`src/rtl/usbirq_pkg.sv`:
```
package usbirq_pkg;

    localparam int DW         = 8;
    localparam int AW         = 3;
    localparam int NGRP       = 3;
    localparam int NUM_EP     = 6;
    localparam int NCOMMON    = 4;
    localparam int NOUT       = NUM_EP - 1;

    localparam int BIT_SUSPEND = 0;
    localparam int BIT_RESUME  = 1;
    localparam int BIT_BUSRST  = 2;
    localparam int BIT_SOF     = 3;

    typedef logic [DW-1:0] word_t;

    typedef enum logic [1:0] {
        GRP_COMMON = 2'd0,
        GRP_IN     = 2'd1,
        GRP_OUT    = 2'd2,
        GRP_NONE   = 2'd3
    } grp_e;

    typedef struct packed {
        logic       is_mask;
        logic [1:0] grp;
    } reg_addr_t;

    function automatic word_t grp_valid(input int g);
        word_t v;
        v = '0;
        case (g)
            0: for (int b = 0; b < NCOMMON; b++) v[b] = 1'b1;
            1: for (int b = 0; b < NUM_EP; b++) v[b] = 1'b1;
            2: for (int b = 1; b < NUM_EP; b++) v[b] = 1'b1;
            default: v = '0;
        endcase
        return v;
    endfunction

    function automatic word_t grp_en_init(input int g);
        word_t v;
        v = grp_valid(g);
        if (g == 0) begin
            v[BIT_SUSPEND] = 1'b0;
            v[BIT_SOF]     = 1'b0;
        end
        return v;
    endfunction

endpackage

```
`src/rtl/usbirq_group.sv`:
```
module usbirq_group
    import usbirq_pkg::*;
#(
    parameter int    W       = DW,
    parameter word_t VALID   = '1,
    parameter word_t EN_INIT = '1
) (
    input  logic         clk,
    input  logic         srst,
    input  logic [W-1:0] evt,
    input  logic         rd_clr,
    input  logic         en_we,
    input  logic [W-1:0] en_wdata,
    output logic [W-1:0] flags,
    output logic [W-1:0] enables,
    output logic         hit
);

    localparam logic [W-1:0] VMASK  = VALID[W-1:0];
    localparam logic [W-1:0] EN_RST = EN_INIT[W-1:0] & VMASK;

    logic [W-1:0] flag_keep;
    logic [W-1:0] flag_nxt;

    always_comb begin
        flag_keep = rd_clr ? '0 : flags;
        flag_nxt  = (flag_keep | evt) & VMASK;
    end

    always_ff @(posedge clk) begin
        if (srst) begin
            flags <= '0;
        end else begin
            flags <= flag_nxt;
        end
    end

    always_ff @(posedge clk) begin
        if (srst) begin
            enables <= EN_RST;
        end else if (en_we) begin
            enables <= en_wdata & VMASK;
        end
    end

    assign hit = |(flags & enables);

endmodule

```
`src/rtl/usbirq_regbus.sv`:
```
module usbirq_regbus
    import usbirq_pkg::*;
(
    input  logic            rd_en,
    input  logic            wr_en,
    input  logic [AW-1:0]   addr,
    input  word_t           flg [NGRP],
    input  word_t           msk [NGRP],
    output logic [NGRP-1:0] rd_clr,
    output logic [NGRP-1:0] en_we,
    output word_t           rdata
);

    reg_addr_t ra;
    logic      mapped;

    assign ra     = reg_addr_t'(addr);
    assign mapped = (ra.grp != GRP_NONE);

    always_comb begin
        rd_clr = '0;
        en_we  = '0;
        for (int g = 0; g < NGRP; g++) begin
            if (ra.grp == 2'(g)) begin
                rd_clr[g] = rd_en & ~ra.is_mask;
                en_we[g]  = wr_en &  ra.is_mask;
            end
        end
    end

    always_comb begin
        rdata = '0;
        for (int g = 0; g < NGRP; g++) begin
            if (mapped && ra.grp == 2'(g)) begin
                rdata = ra.is_mask ? msk[g] : flg[g];
            end
        end
    end

endmodule

```
`src/rtl/usbirq_combine.sv`:
```
module usbirq_combine
    import usbirq_pkg::*;
(
    input  logic [NGRP-1:0] hit,
    input  logic            cpu_usb_ie,
    input  logic            port_pend,
    input  logic            port_ie,
    output logic            usb_pend,
    output logic            irq_req
);

    logic usb_req;
    logic port_req;

    assign usb_pend = |hit;
    assign usb_req  = usb_pend & cpu_usb_ie;
    assign port_req = port_pend & port_ie;
    assign irq_req  = usb_req | port_req;

endmodule

```
`src/rtl/usbirq_hub.sv`:
```
module usbirq_hub
    import usbirq_pkg::*;
(
    input  logic               clk,
    input  logic               rst,
    input  logic               mod_en,
    input  logic               rd_en,
    input  logic               wr_en,
    input  logic [AW-1:0]      addr,
    input  logic [DW-1:0]      wdata,
    output logic [DW-1:0]      rdata,
    input  logic [NCOMMON-1:0] evt_common,
    input  logic [NUM_EP-1:0]  evt_in,
    input  logic [NOUT-1:0]    evt_out,
    input  logic               cpu_usb_ie,
    input  logic               port_pend,
    input  logic               port_ie,
    output logic               usb_pend,
    output logic               irq_req
);

    logic            srst_eff;
    word_t           evt_v [NGRP];
    word_t           flg_q [NGRP];
    word_t           msk_q [NGRP];
    logic [NGRP-1:0] hit;
    logic [NGRP-1:0] rd_clr;
    logic [NGRP-1:0] en_we;

    assign srst_eff = rst | ~mod_en;

    always_comb begin
        evt_v[GRP_COMMON] = '0;
        evt_v[GRP_IN]     = '0;
        evt_v[GRP_OUT]    = '0;
        evt_v[GRP_COMMON][NCOMMON-1:0] = evt_common;
        evt_v[GRP_IN][NUM_EP-1:0]      = evt_in;
        evt_v[GRP_OUT][NUM_EP-1:1]     = evt_out;
    end

    for (genvar g = 0; g < NGRP; g++) begin : g_grp
        usbirq_group #(
            .W       (DW),
            .VALID   (grp_valid(g)),
            .EN_INIT (grp_en_init(g))
        ) u_grp (
            .clk      (clk),
            .srst     (srst_eff),
            .evt      (evt_v[g]),
            .rd_clr   (rd_clr[g]),
            .en_we    (en_we[g]),
            .en_wdata (wdata),
            .flags    (flg_q[g]),
            .enables  (msk_q[g]),
            .hit      (hit[g])
        );
    end

    usbirq_regbus u_bus (
        .rd_en  (rd_en),
        .wr_en  (wr_en),
        .addr   (addr),
        .flg    (flg_q),
        .msk    (msk_q),
        .rd_clr (rd_clr),
        .en_we  (en_we),
        .rdata  (rdata)
    );

    usbirq_combine u_comb (
        .hit        (hit),
        .cpu_usb_ie (cpu_usb_ie),
        .port_pend  (port_pend),
        .port_ie    (port_ie),
        .usb_pend   (usb_pend),
        .irq_req    (irq_req)
    );

endmodule

```
`config.mk`:
```
export PLATFORM = sky130hd
export DESIGN_NAME = usbirq_hub
export DESIGN_NICKNAME = d
export VERILOG_FILES = /design/src/rtl/usbirq_pkg.sv /design/src/rtl/usbirq_group.sv /design/src/rtl/usbirq_regbus.sv /design/src/rtl/usbirq_combine.sv /design/src/rtl/usbirq_hub.sv
export SDC_FILE = /design/constraint.sdc
export NUM_CORES = 1
export LEC_CHECK = 0
export BUFFER_PORTS_ARGS = -buffer_cell sky130_fd_sc_hd__buf_4
export CAP_MARGIN = 20
export CORE_MARGIN = 2
export CORE_UTILIZATION = 49
export DETAILED_ROUTE_END_ITERATION = 6
export PLACE_DENSITY = 0.85
export SYNTH_ARGS = -nofsm -noshare
export SYNTH_HDL_FRONTEND = slang
export SYNTH_SLANG_ARGS = --single-unit
export TNS_END_PERCENT = 10
```
`constraint.sdc`:
```
create_clock -name clk -period 1.2 [get_ports clk]
set_clock_uncertainty 0.1 [all_clocks]
set_input_delay 0 -clock clk [delete_from_list [all_inputs] [get_ports clk]]
set_output_delay 0 -clock clk [all_outputs]
set_load 0.005 [all_outputs]
```
==> reports/metrics.cfg <==
[status]
outcome = complete, but fails checks
violations = negative setup slack

[die]
start_util = 0.5169
die_x_um = 58.17
die_area_um2 = 3383
num_io_pins = 44
std_cell_rows = 19
core_area_um2 = 2781
dieHeight_um = 58.17

[route]
via_count = 1481
route.detailed.drc = 0
drt-wirelength-per-cell_um = 17.46
detail-route-antenna-nets = 0
drt_iter0_markers = 54
dr.pass1.iters = 4
viasPerCell = 5.763
wl_um = 4486

[power]
leakagePower_nw = 1.016
irDropWorstVdd_v = 0.001275
finalPower_mw = 2.148
powerDensity_nw_per_um2 = 991.0

[setup_path]
r2r_slack_ps = 280
crit_path_start = g_grp[1].u_grp.enables[2]$_SDFFE_PP1P_
r2r_start = g_grp[1].u_grp.enables[5]$_SDFFE_PP1P_
arrival_ps = 1480
worstSetupPathType = reg -> out
critPathCaptureType = primary output
cp_max_fo = 3
r2r-end = g_grp[1].u_grp.enables[5]$_SDFFE_PP1P_
cp.required_ps = 1100
start_kind = flip-flop
r2r_cells = 3

[layout]
final_cell_mix = buf_4 (56), mux2i_1 (23), dlygate4sd3_1 (22)
n_antenna_cell = 0
fin_nets = 259
fillCellCount = 162
area_growth_pct = 50.74
layout_commonest_cell = buf_4
drive_above_1_share = 0.4071
final_core_util = 0.7791

[yosys]
ys_types = 28
avgSynthCellArea_um2 = 9.714
syn_area_um2 = 1438
synth_warnings = 0
yosysSeqAreaShare = 0.4178
synthCells = 148
ys_seq_elements = 30

[clock_tree]
htree_levels = 2
cts_root_buf = clkbuf_4
clock-sinks = 30
cts_tree = built
cts_buffer_depth = 2
clk_latency_ps = 340
cts_made_buffers = 5
clk_pin_slew_ps = 110

[timing]
max_freq_ghz = 0.6330
maxSlewViolCount = 0
post-route-period-util = 1.316
rsz0062_at_grt = true
setup_viol = 8
hold_viol_final = 0
whs_ps = 15.89
layout_setup_ws_ps = -379.7
period_minus_slack_ps = 1580

[flow_run]
cap_violations = 0

[placed_design]
dp_hpwl_um = 2926
gp_congestion = 0.8888
portBuffers = 39

[grt]
grt_util_met1 = 0.3277
grt_pass1_wl_um = 7017
first_global_vias = 1451
grt_util_met2 = 0.4984
grt_max_degree = 18
grt_busiest_layer = met2
met3_usage = 0.08036
track_usage = 0.2871
antenna_found_initial = 0
grt_overflow_total = 0

[hold_path]
holdPathStages = 4
hold-path-endpoint = g_grp[0].u_grp.flags[3]$_SDFF_PP0_
min-delay-start = addr[2]
min_path_type = in -> reg

-- what timing repair did --
action	in CTS	in global routing
pin swaps	5	1
endpoints found under the setup margin	8	8
hold endpoints to repair	30	0
resized for setup	14	10
hold buffers	22	0
buffers inserted	3	0
-- per-stage QoR --
stage / area (um2) / worst slack [ps] / cells / setup TNS [ps]
3_3_place_gp: 1826 / -54.76 / 224 / -102.5
6_report: 2167 / -379.7 / 257 / -2175
4_1_cts: 2156 / -367.6 / 257 / -2098
5_1_grt: 2167 / -436.9 / 257 / -2526
3_5_place_dp: 1826 / -79.04 / 224 / -168.4
2_1_floorplan: 1441 / 99.54 / 149 / 0
-- cell usage after synthesis (all sizes together) --
cell type / n / area share
a31oi: 1 / 0.0044
mux4: 3 / 0.055
or2b: 1 / 0.0052
a22o: 6 / 0.037
nor4: 1 / 0.0044
nor2b: 2 / 0.0087
nand4b: 2 / 0.021
nor2: 18 / 0.047
inv: 4 / 0.010
or4b: 1 / 0.0096
conb: 1 / 0.0026
a21oi: 17 / 0.059
dfxtp: 30 / 0.42
o221ai: 1 / 0.0061
nand2: 13 / 0.034
nand4: 1 / 0.0044
and4bb: 1 / 0.0087
buf: 6 / 0.030
nand2b: 2 / 0.0087
clkbuf: 4 / 0.011
o21a: 1 / 0.0052
mux2i: 23 / 0.16
o22ai: 5 / 0.022
a221oi: 2 / 0.012
nand4bb: 2 / 0.016
-- sequential cells by signal (all words and copies together) (netlist names) --
register	cells
g_grp.u_grp.enables	15
g_grp.u_grp.flags	15
-- worst max-delay path by stage --
stage | to | slack [ps]
after floorplan | g_grp[0].u_grp.flags[0]$_SDFF_PP0_ | 100
after global placement | usb_pend | -50
after detailed placement | irq_req | -80
after CTS | irq_req | -370
after global routing | irq_req | -440
final | irq_req | -380
-- cell type report --
type,count,area [um2],area share
Inverter,4,15.01,0.006928
Multi-Input combinational cell,105,779.5,0.3597
Clock inverter,2,12.51,0.005774
Timing Repair Buffer,79,651.9,0.3008
Sequential cell,30,618.1,0.2852
Clock buffer,6,51.30,0.02367
Tap cell,31,38.79,0.01790
-- report_power, final --
part           switching [mW]  internal, mW
Clock                   0.365         0.281
Combinational           0.182         0.266
Sequential             0.0273          1.03
Total                   0.574          1.57
-- cells by family (layout without fill, tap and decap cells) --
logic type,Yosys count,after routing,synth area share
compound gates,33,33,0.1454
buf+inv,14,91,0.05221
flops,30,30,0.4178
mux,26,26,0.2150
other cells,1,2,0.002608
simple gates,44,44,0.1671
-- worst max-delay path: stages (launching register included) --
cell and delay, ps:
dfxtp_2 350, a22o_1 260, nor4_2 270, a31oi_1 110, buf_4 150
-- layer usage --
layer / wire length, um / share of wire / vias to the layer above
met3: 304 / 0.068 / 17
met1: 1772 / 0.40 / 704
met4: 134 / 0.030 / 0
met2: 2275 / 0.51 / 72
li1: - / - / 688
met5: 0 / 0 / -
Note: power is estimated with default switching activity, not from simulation.
